**src/rtl/cyc_timer_pkg.sv**
```systemverilog
package cyc_timer_pkg;
  localparam int unsigned BYTE_W = 8;
  localparam int unsigned CNT_W  = 2 * BYTE_W;
  localparam int unsigned STAT_FLAG_BIT = BYTE_W - 1;

  typedef logic [CNT_W-1:0]  tmr_cnt_t;
  typedef logic [BYTE_W-1:0] tmr_byte_t;

  function automatic int unsigned idle_width(input int unsigned gap);
    return (gap < 2) ? 1 : $clog2(gap + 1);
  endfunction
endpackage

```
**src/rtl/cyc_idle_watch.sv**
```systemverilog
module cyc_idle_watch #(
  parameter int unsigned GAP_CYC = 550
) (
  input  logic clk,
  input  logic rst_n,
  input  logic tick,
  output logic gap_o
);
  localparam int unsigned IW = cyc_timer_pkg::idle_width(GAP_CYC);
  localparam logic [IW-1:0] GAP_LIM = IW'(GAP_CYC);

  logic [IW-1:0] idle_q, idle_n;

  assign gap_o = (idle_q == GAP_LIM);

  always_comb begin
    if (tick)       idle_n = '0;
    else if (gap_o) idle_n = idle_q;
    else            idle_n = idle_q + 1'b1;
  end

  always_ff @(posedge clk or negedge rst_n) begin
    if (!rst_n) idle_q <= '0;
    else        idle_q <= idle_n;
  end
endmodule

```
**src/rtl/cyc_timer_core.sv**
```systemverilog
module cyc_timer_core
  import cyc_timer_pkg::*;
(
  input  logic      clk,
  input  logic      rst_n,
  input  logic      tick,
  input  logic      gap,
  input  logic      wr_lo,
  input  logic      wr_hi,
  input  tmr_byte_t wr_data,
  output tmr_cnt_t  cnt_o,
  output logic      run_o,
  output logic      expire_o
);
  tmr_cnt_t cnt_q, cnt_n;
  logic     run_q, run_n;
  logic     dec;

  always_comb begin
    dec      = run_q & tick;
    cnt_n    = dec ? (cnt_q - 1'b1) : cnt_q;
    if (wr_hi) cnt_n[CNT_W-1:BYTE_W] = wr_data;
    if (wr_lo) cnt_n[BYTE_W-1:0]     = wr_data;
    run_n    = run_q;
    expire_o = 1'b0;
    if (wr_lo)
      run_n = (cnt_n != '0);
    else if (wr_hi)
      run_n = run_q && (cnt_n != '0);
    else if (dec && (cnt_q == tmr_cnt_t'(1))) begin
      run_n    = 1'b0;
      expire_o = 1'b1;
    end
    if (gap) begin
      cnt_n    = '0;
      run_n    = 1'b0;
      expire_o = 1'b0;
    end
  end

  always_ff @(posedge clk or negedge rst_n) begin
    if (!rst_n) begin
      cnt_q <= '0;
      run_q <= 1'b0;
    end else begin
      cnt_q <= cnt_n;
      run_q <= run_n;
    end
  end

  assign cnt_o = cnt_q;
  assign run_o = run_q;
endmodule

```
**src/rtl/cyc_timer_flag.sv**
```systemverilog
module cyc_timer_flag
  import cyc_timer_pkg::*;
(
  input  logic      clk,
  input  logic      rst_n,
  input  logic      set,
  input  logic      rd,
  input  logic      gap,
  output logic      flag_o,
  output tmr_byte_t stat_o
);
  logic flag_q, flag_n;

  always_comb begin
    flag_n = flag_q;
    if (rd)  flag_n = 1'b0;
    if (set) flag_n = 1'b1;
    if (gap) flag_n = 1'b0;
  end

  always_ff @(posedge clk or negedge rst_n) begin
    if (!rst_n) flag_q <= 1'b0;
    else        flag_q <= flag_n;
  end

  assign flag_o = flag_q;

  always_comb begin
    stat_o = '0;
    stat_o[STAT_FLAG_BIT] = flag_q;
  end
endmodule

```
**src/rtl/cyc_timer_irq.sv**
```systemverilog
module cyc_timer_irq
  import cyc_timer_pkg::*;
#(
  parameter int unsigned GAP_CYC = 550
) (
  input  logic        clk,
  input  logic        rst_n,
  input  logic        cpu_tick,
  input  logic        wr_lo,
  input  logic        wr_hi,
  input  logic [7:0]  wr_data,
  input  logic        rd_stat,
  output logic [7:0]  stat_data,
  output logic        irq
);
  logic [1:0] rst_pipe;
  logic       rst_sync_n;
  logic       gap_hit;
  logic       expire;
  logic       tmr_run;
  tmr_cnt_t   tmr_cnt;
  logic       flag;

  always_ff @(posedge clk or negedge rst_n) begin
    if (!rst_n) rst_pipe <= 2'b00;
    else        rst_pipe <= {rst_pipe[0], 1'b1};
  end
  assign rst_sync_n = rst_pipe[1];

  cyc_idle_watch #(.GAP_CYC(GAP_CYC)) u_idle (
    .clk   (clk),
    .rst_n (rst_sync_n),
    .tick  (cpu_tick),
    .gap_o (gap_hit)
  );

  cyc_timer_core u_core (
    .clk      (clk),
    .rst_n    (rst_sync_n),
    .tick     (cpu_tick),
    .gap      (gap_hit),
    .wr_lo    (wr_lo),
    .wr_hi    (wr_hi),
    .wr_data  (wr_data),
    .cnt_o    (tmr_cnt),
    .run_o    (tmr_run),
    .expire_o (expire)
  );

  cyc_timer_flag u_flag (
    .clk    (clk),
    .rst_n  (rst_sync_n),
    .set    (expire),
    .rd     (rd_stat),
    .gap    (gap_hit),
    .flag_o (flag),
    .stat_o (stat_data)
  );

  assign irq = flag;
endmodule

```
**config.mk**
```make
export PLATFORM = sky130hd
export DESIGN_NAME = cyc_timer_irq
export DESIGN_NICKNAME = d
export VERILOG_FILES = /design/src/rtl/cyc_timer_pkg.sv /design/src/rtl/cyc_idle_watch.sv /design/src/rtl/cyc_timer_core.sv /design/src/rtl/cyc_timer_flag.sv /design/src/rtl/cyc_timer_irq.sv
export SDC_FILE = /design/constraint.sdc
export NUM_CORES = 1
export LEC_CHECK = 0
export ABC_CLOCK_PERIOD_IN_PS = 1200
export BUFFER_PORTS_ARGS = -buffer_cell sky130_fd_sc_hd__buf_2
export CAP_MARGIN = 15
export CORE_MARGIN = 3
export CORE_UTILIZATION = 45
export DETAILED_ROUTE_END_ITERATION = 10
export GPL_ROUTABILITY_DRIVEN = 0
export SLEW_MARGIN = 25
export SYNTH_ARGS = -nofsm -noshare
export SYNTH_HDL_FRONTEND = slang
export SYNTH_HIERARCHICAL = 1
export SYNTH_SLANG_ARGS = --single-unit
```
**constraint.sdc**
```tcl
create_clock -name clk -period 1.2 [get_ports clk]
set_input_delay 0.12 -clock clk [delete_from_list [all_inputs] [get_ports clk]]
set_output_delay 0.12 -clock clk [all_outputs]
set_load 0.005 [all_outputs]
```
==> reports/results.ini <==
[clocking]
cts_tree = done
clk_latency_ns = 0.28
cts.path.max_buffers = 2
clockRootBuffer = clkbuf_8
clk_pin_slew_worst_paths_ns = 0.07
clock-sinks = 30
htreeDepth = 2
cts_buffers = 5

[floorplan]
io_pins = 23
dieArea_sq_um = 5134
fp.dieW_microns = 71.65
start_util = 0.4746
rows = 23
die_height_microns = 71.65
core-area_sq_um = 4086

[logic_synthesis]
ys.flop_type = dfrtp_1
synth_area_sq_um = 1939
ys_warn_count = 6
synth_edf_count = 0
avgSynthCellArea_sq_um = 9.105
ys_seq_area_frac = 0.3871
async_reset_ff_frac = 1.000
synth_cell_types = 52
ys_ff_latch = 30
synth_cells = 213

[power]
peakVddDrop_mv = 0.6659
total_power_mw = 3.301
p_leak_nw = 1.405
cellPowerDensity_nw_per_um2 = 1065

[setup_path]
worstPathCellList = nand3b_2 -> nor3b_2 -> xor2_1 -> a2111oi_1 -> buf_4 -> nand4_1 -> o32ai_2 -> a21oi_1
r2r_cells = 8
cp_data_required_time_ns = 1.37
cpMaxStageDelayCell = a2111oi_1
cp_slowest_stage_delay_ns = 0.49
worstSetupStartpointType = flip-flop
crit_fanout = 4
crit_type = reg2reg
crit_path_end_kind = flip-flop
cp.arrival_ns = 2.54

[timing]
max_freq_mhz = 421.1
finalWorstSetupSlack_ns = -1.175
setup_viol = 28
min_period_ns = 2.375
skew_ns = 0.008655
fin_crit_sh = 1.979
finalMaxSlewViolations = 0
hold_viol_final = 0
rsz0062_at_grt = yes
tns_ns = -13.59

[place]
portBuffers = 15
dpl.hpwl_mm = 4.135
pre_cts_ws_ns = -1.121

[layout]
drive_gt1_frac = 0.5097
nFillCells = 269
nets = 327
synthToLayoutAreaGrowth_pct = 59.81
diodes = 0

[run]
max_cap_violations = 0

[detailed_routing]
drc_errors = 0
via_per_inst = 5.669
num_vias = 2041
ant_nets = 0
first_iter_violations = 204
first_pass_iters = 4
routed_wl_mm = 6.358
wire_per_inst_microns = 17.66

[grt]
antenna_found_initial = 0
met2_usage = 0.4765
busiest_layer = met2
gr-total-overflow = 0
globalRouteMet1Util = 0.2781
grt_pass1_vias = 2197
grt_pass1_wl_mm = 10.11
grt_max_degree = 29
grt.total_usage = 0.2521
grt.met3_usage = 0.04628

[outcome]
outcome = finished with violations
violations = setup timing

[min_path]
whs_path_depth = 3
hold_class = in2reg

-- worst paths after layout --
kind,start,endpoint,slack (ns)
worst max-delay path,u_core/cnt_o[2],u_core/run_o,-1.17
worst min-delay path,rd_stat,u_flag/flag_o,0.11
worst max register to register,u_core/cnt_o[2],u_core/run_o,-1.17
worst min register to register,rst_pipe[1],u_core/cnt_o[9],0.24
max in group asynchronous,rst_pipe[1],u_core/cnt_o[14],0.68
min in group asynchronous,rst_n,rst_pipe[1],0.14
-- worst max-delay path, delay by kind of cell, from the launching register on --
family | cells | cell delay [ns]
xor gates and xnor gates | 1 | 0.14
buffers and inverters | 1 | 0.19
DFF | 1 | 0.37
AOI/OAI and AO/OA | 3 | 0.86
and+or+nand+nor | 3 | 0.67
-- registers in the layout, summed over array words and instances, names as in the netlist --
signal and cells:
u_idle/idle_q 10, u_core/cnt_o 16, u_core/run_o 1, rst_pipe 2, u_flag/flag_o 1
-- logic make-up (layout without fill, tap and decap cells) --
family	count (synthesis)	after routing	share of synthesized area
and+or+nand+nor	94	94	0.2806
AOI/OAI and AO/OA	41	41	0.1510
other	2	8	0.003872
DFF	30	30	0.3871
buffers and inverters	25	116	0.06968
adders and majority gates	4	4	0.02581
muxes	6	6	0.03226
xor gates and xnor gates	11	11	0.04968
-- synth_stat cells (4+ instances only) --
| master | n | area [sq um] |
|---|---|---|
| inv_1 | 8 | 30.03 |
| nor2_1 | 26 | 97.59 |
| xor2_1 | 6 | 52.55 |
| buf_4 | 8 | 60.06 |
| nand3_1 | 5 | 25.02 |
| ha_1 | 4 | 50.05 |
| nand2b_1 | 4 | 25.02 |
| o21a_1 | 5 | 37.54 |
| dfrtp_1 | 30 | 750.7 |
| or3_1 | 5 | 31.28 |
| nand4_1 | 7 | 43.79 |
| o31ai_1 | 4 | 30.03 |
| mux2i_1 | 4 | 40.04 |
| a21oi_1 | 13 | 65.06 |
| nand2_1 | 14 | 52.55 |
| nor4_1 | 8 | 50.05 |
| xnor2_1 | 5 | 43.79 |
| clkbuf_1 | 4 | 15.01 |
| o21ai_0 | 5 | 25.02 |
-- stage by stage --
stage | hold slack [ns] | cell area, sq um | std cells | utilization
after floorplan | -0.1756 | 2042 | 219 | -
after global placement | -0.09517 | 2594 | 338 | 0.6347
after detailed placement | -0.09230 | 2594 | 338 | 0.6347
after CTS | 0.1031 | 2979 | 357 | 0.7290
after global routing | 0.1262 | 3099 | 360 | 0.7584
final | 0.1078 | 3099 | 360 | 0.7584
-- layer usage --
layer	vias to the layer above	share of wire
met5	-	0
met4	0	0.035
met3	21	0.043
met2	69	0.53
met1	1010	0.40
li1	941	-
-- cells in the final DEF, fill, tap and decap left out, types with 3 or more instances in the layout --
cell type / instances
buf_4: 73
dfrtp_1: 30
nor2_1: 22
buf_2: 15
nand2_1: 12
buf_6: 11
conb_1: 8
a21oi_1: 8
nand4_1: 7
clkbuf_8: 6
xor2_1: 6
inv_1: 6
a21oi_2: 6
or4_4: 5
o21a_1: 5
nor4_4: 5
xnor2_1: 4
mux2i_1: 4
nor2_2: 4
nand2b_1: 4
or3_1: 3
nor2b_1: 3
nand3_1: 3
-- cell type report --
| type | count | area [sq um] | share of cell area |
|---|---|---|---|
| clock buffers | 6 | 82.58 | 0.02665 |
| clock inverters | 2 | 60.06 | 0.01938 |
| inverters | 8 | 30.03 | 0.009689 |
| multi-input cells | 164 | 1356 | 0.4376 |
| flip-flops and latches | 30 | 750.7 | 0.2422 |
| well taps | 50 | 62.56 | 0.02019 |
| repair buffers | 100 | 757.0 | 0.2442 |
-- where the power goes --
group | switching (mW) | total (mW) | leakage (nW) | internal (mW)
combinational | 0.445 | 0.881 | 0.959 | 0.436
clock | 0.399 | 1.29 | 0.0714 | 0.886
sequential | 0.0533 | 1.13 | 0.374 | 1.08
-- repair_timing --
item,4_1_cts,5_1_grt
hold endpoints to repair,2,0
pin swaps,19,12
buffers inserted,12,8
endpoints found under the setup margin,27,27
hold buffers,1,0
gates resized for setup,30,24
Power figures use the tool's default switching activity.
